$ cat config.mk
export PLATFORM = sky130hd
export DESIGN_NAME = ob_xlate_unit
export DESIGN_NICKNAME = d
export VERILOG_FILES = /design/src/rtl/ob_xlate_pkg.sv /design/src/rtl/ob_xlate_bank.sv /design/src/rtl/ob_xlate_match.sv /design/src/rtl/ob_xlate_pick.sv /design/src/rtl/ob_xlate_unit.sv
export SDC_FILE = /design/constraint.sdc
export NUM_CORES = 2
export LEC_CHECK = 0
export CORE_MARGIN = 2
export CORE_UTILIZATION = 47
export DETAILED_ROUTE_END_ITERATION = 6
export PLACE_DENSITY = 0.64
export SYNTH_ARGS = -nofsm -noshare
export SYNTH_HDL_FRONTEND = slang
export SYNTH_HIERARCHICAL = 1
export SYNTH_SLANG_ARGS = --single-unit
export TNS_END_PERCENT = 30
$ cat constraint.sdc
create_clock -name clk -period 5.05 [get_ports clk]
set_input_delay 0.7575 -clock clk [delete_from_list [all_inputs] [get_ports clk]]
set_output_delay 0.7575 -clock clk [all_outputs]
set_load 0.05 [all_outputs]
$ cat src/rtl/ob_xlate_pkg.sv
package ob_xlate_pkg;
  localparam int WORD_W  = 32;
  localparam int TYPE_W  = 5;
  localparam int OFF_W   = 12;
  localparam int DIR_BIT = 31;
  localparam int EN_BIT  = 31;
  localparam int BAR_BIT = 30;

  localparam logic [OFF_W-1:0] OFF_VIEW  = 12'h900;
  localparam logic [OFF_W-1:0] OFF_CTL1  = 12'h904;
  localparam logic [OFF_W-1:0] OFF_CTL2  = 12'h908;
  localparam logic [OFF_W-1:0] OFF_LBASE = 12'h90C;
  localparam logic [OFF_W-1:0] OFF_UBASE = 12'h910;
  localparam logic [OFF_W-1:0] OFF_LIMIT = 12'h914;
  localparam logic [OFF_W-1:0] OFF_LTGT  = 12'h918;
  localparam logic [OFF_W-1:0] OFF_UTGT  = 12'h91C;

  localparam logic [TYPE_W-1:0] KIND_MEM  = 5'd0;
  localparam logic [TYPE_W-1:0] KIND_IO   = 5'd2;
  localparam logic [TYPE_W-1:0] KIND_CFG0 = 5'd4;
  localparam logic [TYPE_W-1:0] KIND_CFG1 = 5'd5;

  typedef enum logic [2:0] {
    WIN_CTL1, WIN_CTL2, WIN_LBASE, WIN_UBASE,
    WIN_LIMIT, WIN_LTGT, WIN_UTGT, WIN_NONE
  } win_e;

  typedef struct packed {
    logic [TYPE_W-1:0] kind;
    logic              en;
    logic              bar;
    logic [WORD_W-1:0] lbase;
    logic [WORD_W-1:0] ubase;
    logic [WORD_W-1:0] limit;
    logic [WORD_W-1:0] ltgt;
    logic [WORD_W-1:0] utgt;
  } region_t;

  function automatic win_e win_decode(input logic [OFF_W-1:0] off);
    case (off)
      OFF_CTL1:  return WIN_CTL1;
      OFF_CTL2:  return WIN_CTL2;
      OFF_LBASE: return WIN_LBASE;
      OFF_UBASE: return WIN_UBASE;
      OFF_LIMIT: return WIN_LIMIT;
      OFF_LTGT:  return WIN_LTGT;
      OFF_UTGT:  return WIN_UTGT;
      default:   return WIN_NONE;
    endcase
  endfunction

  function automatic logic [WORD_W-1:0] win_read(input region_t r, input win_e s);
    logic [WORD_W-1:0] w;
    w = '0;
    case (s)
      WIN_CTL1:  w[TYPE_W-1:0] = r.kind;
      WIN_CTL2:  begin w[EN_BIT] = r.en; w[BAR_BIT] = r.bar; end
      WIN_LBASE: w = r.lbase;
      WIN_UBASE: w = r.ubase;
      WIN_LIMIT: w = r.limit;
      WIN_LTGT:  w = r.ltgt;
      WIN_UTGT:  w = r.utgt;
      default:   w = '0;
    endcase
    return w;
  endfunction
endpackage

$ cat src/rtl/ob_xlate_bank.sv
module ob_xlate_bank
  import ob_xlate_pkg::*;
#(
  parameter int NUM_REGIONS = 2,
  parameter int IDX_W       = 1
) (
  input  logic                          clk,
  input  logic                          rst,
  input  logic                          wr_en,
  input  win_e                          wr_sel,
  input  logic [IDX_W-1:0]              wr_idx,
  input  logic [WORD_W-1:0]             wr_data,
  output region_t [NUM_REGIONS-1:0]     regs
);
  for (genvar g = 0; g < NUM_REGIONS; g++) begin : g_rgn
    region_t r_q;
    logic    hit_w;
    assign hit_w = wr_en && (wr_idx == IDX_W'(g));
    always_ff @(posedge clk) begin
      if (rst) begin
        r_q <= '0;
      end else if (hit_w) begin
        case (wr_sel)
          WIN_CTL1:  r_q.kind  <= wr_data[TYPE_W-1:0];
          WIN_CTL2:  begin
            r_q.en  <= wr_data[EN_BIT];
            r_q.bar <= wr_data[BAR_BIT];
          end
          WIN_LBASE: r_q.lbase <= wr_data;
          WIN_UBASE: r_q.ubase <= wr_data;
          WIN_LIMIT: r_q.limit <= wr_data;
          WIN_LTGT:  r_q.ltgt  <= wr_data;
          WIN_UTGT:  r_q.utgt  <= wr_data;
          default:   r_q       <= r_q;
        endcase
      end
    end
    assign regs[g] = r_q;
  end
endmodule

$ cat src/rtl/ob_xlate_match.sv
module ob_xlate_match
  import ob_xlate_pkg::*;
#(
  parameter int AW = 2 * WORD_W
) (
  input  logic          en,
  input  logic [AW-1:0] base,
  input  logic [AW-1:0] top,
  input  logic [AW-1:0] target,
  input  logic [AW-1:0] addr,
  output logic          hit,
  output logic [AW-1:0] xaddr
);
  logic above_base, below_top;
  assign above_base = (addr >= base);
  assign below_top  = (addr <= top);
  assign hit        = en && above_base && below_top;
  assign xaddr      = target + (addr - base);
endmodule

$ cat src/rtl/ob_xlate_pick.sv
module ob_xlate_pick
  import ob_xlate_pkg::*;
#(
  parameter int NUM_REGIONS = 2,
  parameter int IDX_W       = 1,
  parameter int AW          = 2 * WORD_W
) (
  input  logic [NUM_REGIONS-1:0]             hit_vec,
  input  logic [NUM_REGIONS-1:0][AW-1:0]     xaddr_vec,
  input  logic [NUM_REGIONS-1:0][TYPE_W-1:0] kind_vec,
  input  logic [AW-1:0]                      pass_addr,
  output logic                               miss,
  output logic [IDX_W-1:0]                   region,
  output logic [AW-1:0]                      out_addr,
  output logic [TYPE_W-1:0]                  out_kind
);
  always_comb begin
    miss     = 1'b1;
    region   = '0;
    out_addr = pass_addr;
    out_kind = KIND_MEM;
    for (int i = NUM_REGIONS - 1; i >= 0; i--) begin
      if (hit_vec[i]) begin
        miss     = 1'b0;
        region   = IDX_W'(i);
        out_addr = xaddr_vec[i];
        out_kind = kind_vec[i];
      end
    end
  end
endmodule

$ cat src/rtl/ob_xlate_unit.sv
module ob_xlate_unit
  import ob_xlate_pkg::*;
#(
  parameter int NUM_REGIONS = 2,
  localparam int IDX_W = (NUM_REGIONS > 1) ? $clog2(NUM_REGIONS) : 1,
  localparam int AW    = 2 * WORD_W
) (
  input  logic               clk,
  input  logic               rst,
  input  logic [OFF_W-1:0]   cfg_addr,
  input  logic               cfg_we,
  input  logic [WORD_W-1:0]  cfg_wdata,
  output logic [WORD_W-1:0]  cfg_rdata,
  input  logic               req_valid,
  output logic               req_ready,
  input  logic [AW-1:0]      req_addr,
  output logic               rsp_valid,
  input  logic               rsp_ready,
  output logic [AW-1:0]      rsp_addr,
  output logic [TYPE_W-1:0]  rsp_type,
  output logic               rsp_miss,
  output logic [IDX_W-1:0]   rsp_region
);
  localparam logic [IDX_W:0] NREG = (IDX_W + 1)'(NUM_REGIONS);

  logic             vp_dir;
  logic [IDX_W-1:0] vp_idx;
  logic             idx_ok;
  win_e             wsel;
  logic             ob_we, ib_we;

  region_t [NUM_REGIONS-1:0]             ob_regs, ib_regs;
  logic    [NUM_REGIONS-1:0]             hit_vec, ob_en;
  logic    [NUM_REGIONS-1:0][AW-1:0]     xaddr_vec;
  logic    [NUM_REGIONS-1:0][TYPE_W-1:0] kind_vec;

  always_ff @(posedge clk) begin
    if (rst) begin
      vp_dir <= 1'b0;
      vp_idx <= '0;
    end else if (cfg_we && cfg_addr == OFF_VIEW) begin
      vp_dir <= cfg_wdata[DIR_BIT];
      vp_idx <= cfg_wdata[IDX_W-1:0];
    end
  end

  assign idx_ok = ({1'b0, vp_idx} < NREG);
  assign wsel   = win_decode(cfg_addr);
  assign ob_we  = cfg_we && !vp_dir && idx_ok && (wsel != WIN_NONE);
  assign ib_we  = cfg_we &&  vp_dir && idx_ok && (wsel != WIN_NONE);

  ob_xlate_bank #(.NUM_REGIONS(NUM_REGIONS), .IDX_W(IDX_W)) u_ob_bank (
    .clk(clk), .rst(rst), .wr_en(ob_we), .wr_sel(wsel),
    .wr_idx(vp_idx), .wr_data(cfg_wdata), .regs(ob_regs)
  );

  ob_xlate_bank #(.NUM_REGIONS(NUM_REGIONS), .IDX_W(IDX_W)) u_ib_bank (
    .clk(clk), .rst(rst), .wr_en(ib_we), .wr_sel(wsel),
    .wr_idx(vp_idx), .wr_data(cfg_wdata), .regs(ib_regs)
  );

  always_comb begin
    cfg_rdata = '0;
    if (cfg_addr == OFF_VIEW) begin
      cfg_rdata[DIR_BIT]     = vp_dir;
      cfg_rdata[IDX_W-1:0]   = vp_idx;
    end else if (idx_ok && wsel != WIN_NONE) begin
      cfg_rdata = win_read(vp_dir ? ib_regs[vp_idx] : ob_regs[vp_idx], wsel);
    end
  end

  for (genvar g = 0; g < NUM_REGIONS; g++) begin : g_match
    assign ob_en[g]    = ob_regs[g].en;
    assign kind_vec[g] = ob_regs[g].kind;
    ob_xlate_match #(.AW(AW)) u_match (
      .en    (ob_regs[g].en),
      .base  ({ob_regs[g].ubase, ob_regs[g].lbase}),
      .top   ({ob_regs[g].ubase, ob_regs[g].limit}),
      .target({ob_regs[g].utgt,  ob_regs[g].ltgt}),
      .addr  (req_addr),
      .hit   (hit_vec[g]),
      .xaddr (xaddr_vec[g])
    );
  end

  ob_xlate_pick #(.NUM_REGIONS(NUM_REGIONS), .IDX_W(IDX_W), .AW(AW)) u_pick (
    .hit_vec(hit_vec), .xaddr_vec(xaddr_vec), .kind_vec(kind_vec),
    .pass_addr(req_addr), .miss(rsp_miss), .region(rsp_region),
    .out_addr(rsp_addr), .out_kind(rsp_type)
  );

  assign rsp_valid = req_valid;
  assign req_ready = rsp_ready;
endmodule

# After elaboration in Yosys (flattened, before gate mapping)
# Cells that the tools add are included.
# Widths: inputs -> output; s select.
# op_classes
add_sub_neg,4
magnitude_cmp,5
n_eq_ne,15
n_mux,21
n_bitwise,1
reduce_logical,43
# op_table
op,count
$mux 167,5
$add 64x64->64,2
$ge 64x64->1,2
$le 64x64->1,2
$mux 64,2
$sub 64x64->64,2
$pmux 25 s5,1
$eq 12x12->1 const B,8
$reduce_and 2->1,28
$mux 32,1
$mux 30,1
$pmux 5 s6,1
$pmux 3 s7,1
$logic_and 1x1->1,13
$pmux 2 s6,1
$mux 5,2
$eq 3x3->1 const B,3
$eq 3x2->1 const B,2
$mux 1,6
$eq 3x1->1 const B,1
$logic_not 3->1,1
$ne 3x3->1 const B,1
$lt 1x2->1 const B,1
$logic_not 1->1,1
$not 1->1,1
# word_totals
ff_bits,670
inputBits,113
output_inout_bits,105
elab_cells,123

# Logic depth before layout (Yosys ltp)
# logic_depth
ltp_word,6
depth_mapped,17
ltp_nobuf,17

# Hierarchy
# Netlist, hierarchy kept.
# by_module_without_submodules
mod,instances,cells_per_inst,area_per_inst_um2,seq_area_each_um2
ob_xlate_bank,2,1164,12982.5,6686.4
ob_xlate_match (g_match[0].u_match),1,1306,9257.6,0.0
ob_xlate_match (g_match[1].u_match),1,1316,9187.6,0.0
ob_xlate_unit,1,475,5735.5,40.0
ob_xlate_pick,1,222,1421.4,0.0

# Worst setup path before layout
# OpenSTA, ideal clock, no wires.
# synth_timing
path_kind,input-to-output
from,in req_addr[0]
to,out rsp_addr[62]
arrival_ps,4564
required_time_ps,4293
slack_ps,-271
cell_stages,17
n_path_buf,0
cell_sequence,inv_1 ha_1 inv_1 ha_1 inv_1 fa_1 and2b_2 o2111ai_4 a2111oi_4 nor4_2 nor3_4 a21oi_2 o31a_1 o311a_1 a311oi_1 mux2i_1 o21ai_1
# synth_rtl
element,line_no,text
from (decl),ob_xlate_unit.sv:16,"input logic [AW-1:0] req_addr,"
to (decl),ob_xlate_unit.sv:19,"output logic [AW-1:0] rsp_addr,"

==> results_dict.tcl <==
set metrics [dict create \
    drt_iter0_drc 4285 \
    cpLargestDelayFamily "compound AO/OA/AOI/OAI gates" \
    final_min_period_over_clock_period_pct 110 \
    min-delay-path-class "flip-flop to flip-flop" \
    finish.utilization_pct 61.4 \
    yosysUniqueCellTypes 100 \
    violations "negative setup slack" \
    grt_util_all_layers_pct 35.4 \
    arrival_ns 4.81 \
    cts-hold-fix-buffers 0 \
    synth_edf_count 0 \
    slowest_stage "fa_2" \
    path_class "flip-flop to primary output" \
    first_pass_iters 5 \
    clock_latency_ns 0.66 \
    wl_per_cell_microns 25.5 \
    dieWidth_microns 335 \
    p_leak_nw 30.9 \
    ys_top_cells_by_area "dfxtp_1 26%, mux2i_1 14%, ha_1 9.3%, nand2b_1 9.0%, mux4_2 7.2%" \
    fin_skew_ns 0.0240 \
    gp_congestion 1.02 \
    final_nets 7117 \
    worstMarginPinSlew_ns 1.03 \
    yosysWarnings 6 \
    drc 0 \
    cts_htree_levels 3 \
    portBuffers 213 \
    synth_top_cell_area_share_pct 26.0 \
    crit_path_max_fanout 3 \
    cts-root-buf "clkbuf_16" \
    synthArstFlopShare_pct 0 \
    drt-met1-wl_mm 88.1 \
    slew_violations 0 \
    die-area_sq_um 112000 \
    grt_pass1_vias 45800 \
    required_ns 4.29 \
    crit_chain "inv_2, fa_2, fa_2, and2b_2, o2111ai_4, a2111oi_4, nor4_4, nor3_4, buf_12, a21oi_4, buf_6, o31a_1, buf_4, o31a_1, xnor2_1, mux2i_1, o21ai_2, buf_12" \
    fp.dieH_microns 335 \
    cts_made_buffers 76 \
    hold_viol 0 \
    rows 121 \
    ant_nets 0 \
    max_slew_margin_pct 31.1 \
    ys_seq_elements 670 \
    rsz0062_at_grt "yes" \
    yosysTopAreaCell "dfxtp_1" \
    cp_slowest_stage_delay_ns 0.46 \
    ys_top_cells_by_count "800 x inv_1, 745 x nand2b_1, 738 x mux2i_1" \
    grt.overflow.total 0 \
    max_cap_violations 0 \
    dp_hpwl_mm 156 \
    antenna_found_initial 5 \
    io-pin-count 218 \
    start_util_pct 47.4 \
    end_kind "primary output" \
    dr_wl_met2_mm 88.2 \
    clock_path_buffers 3 \
    path_buf_inv 5 \
    clk_pin_slew_ns 0.06 \
    setup_slack_ns -0.514 \
    yosysSeqAreaShare_pct 26.0 \
    reg2reg_slack_ns 2.02 \
    vias_per_cell 5.77 \
    layout-drive-gt1-share_pct 27.0 \
    dp_cells 7755 \
    peakVddDrop_v 0.000217 \
    synthFlopType "dfxtp_1" \
    met3_length_mm 18.7 \
    final_cells 7966 \
    power.density_cell_area_nw_per_um2 214 \
    syn_area_sq_um 51600 \
    core_area_sq_um 109000 \
    timing.final.crit_period_ns 5.56 \
    grt_pass1_wl_mm 296 \
    syn_nets 6268 \
    cts_tree "yes" \
    setup_viol_count_final 48 \
    areaGrowthSynthToFinish_pct 29.6 \
    highest-signal-layer "met5" \
    status "finished with violations" \
    synthMostInstantiatedCell "inv_1" \
    grt_max_degree 127 \
    vias 46000 \
    syn_inst 5647 \
    critPathLaunchType "flip-flop" \
    wirelength_mm 203 \
    fmaxAchievable_ghz 0.180 \
    avgSynthCellArea_sq_um 9.13 \
    numClockSinks 670 \
]
-- registers in the layout, indices dropped and copies added, names as in the netlist --
| register | flops |
|---|---|
| u_ib_bank/regs | 334 |
| u_ob_bank/regs | 334 |
| vp_dir | 1 |
| vp_idx | 1 |
-- layout by cell type, fill, tap and decap left out, types with 128 or more instances in the layout --
master / n
dfxtp_1: 622
ha_1: 321
nand2b_1: 745
mux2i_1: 729
inv_1: 767
mux4_2: 164
nand4_1: 128
a21oi_1: 192
a21o_1: 164
nand2_1: 183
buf_4: 833
-- final cells by class --
cell class,instances,area (sq um)
fill,9188,42000
multi-input combinational,3824,35500
sequential,670,13500
timing repair buffer,1122,10500
inverter,802,3020
clock buffer,110,2250
tap,1414,1770
clock inverter,23,229
antenna,1,2.50
-- cells by family after synthesis --
logic type	count (synthesis)	synth area share, %
buffers and inverters	1153	9.32
flip-flops	670	26.0
AND/OR/NAND/NOR	1465	16.2
AO/OA/AOI/OAI	790	9.99
adder cells (fa/ha/maj)	508	14.2
XOR/XNOR	126	2.14
multiplexers	935	22.2
-- where the power goes --
part	internal, mW	switching, mW
logic	1.60	1.80
registers	5.28	0.0000241
clock network	3.25	2.35
total	10.1	4.15
-- what timing repair did --
item | CTS | global route
setup endpoints to repair | 71 | 70
endpoints found under the hold margin | 0 | 0
resized for setup | 485 | 135
pin swaps | 137 | 55
gates cloned | 3 | 0
buffers inserted | 70 | 13
-- path summary, 6_finish.rpt --
check,depth (start not counted),from,end
max,18,u_ob_bank/regs[200],rsp_addr[58]
min,2,u_ib_bank/regs[133],u_ib_bank/regs[133]
max reg2reg,5,vp_dir,u_ib_bank/regs[117]
min reg2reg,2,u_ib_bank/regs[133],u_ib_bank/regs[133]
-- per-stage QoR --
| step | TNS (ns) | cell area, sq um | hold WS (ns) | power, mW | worst slack, ns |
|---|---|---|---|---|---|
| floorplan | -0.219 | 51600 | 0.445 | 6.95 | -0.115 |
| global placement | -50.02 | 61300 | 0.456 | 8.38 | -1.13 |
| detailed placement | -50.26 | 61300 | 0.462 | 8.39 | -1.11 |
| CTS | -7.64 | 66300 | 0.472 | 14.2 | -0.511 |
| global route | -14.63 | 66800 | 0.486 | 14.7 | -0.622 |
| finish | -8.45 | 66800 | 0.470 | 14.3 | -0.514 |
-- metal layers --
layer	vias to the layer above	global-route usage, %
met4	4	12.4
met5	-	0
met2	1955	54.6
met1	22700	48.8
li1	20900	-
met3	391	7.54
-- tightest hold or removal path, stage by stage (launching register included) --
cell and delay [ns]:
dfxtp_1 0.31, nand2b_1 0.06, mux2i_1 0.05
No activity file was read; power rests on OpenSTA's default activity.
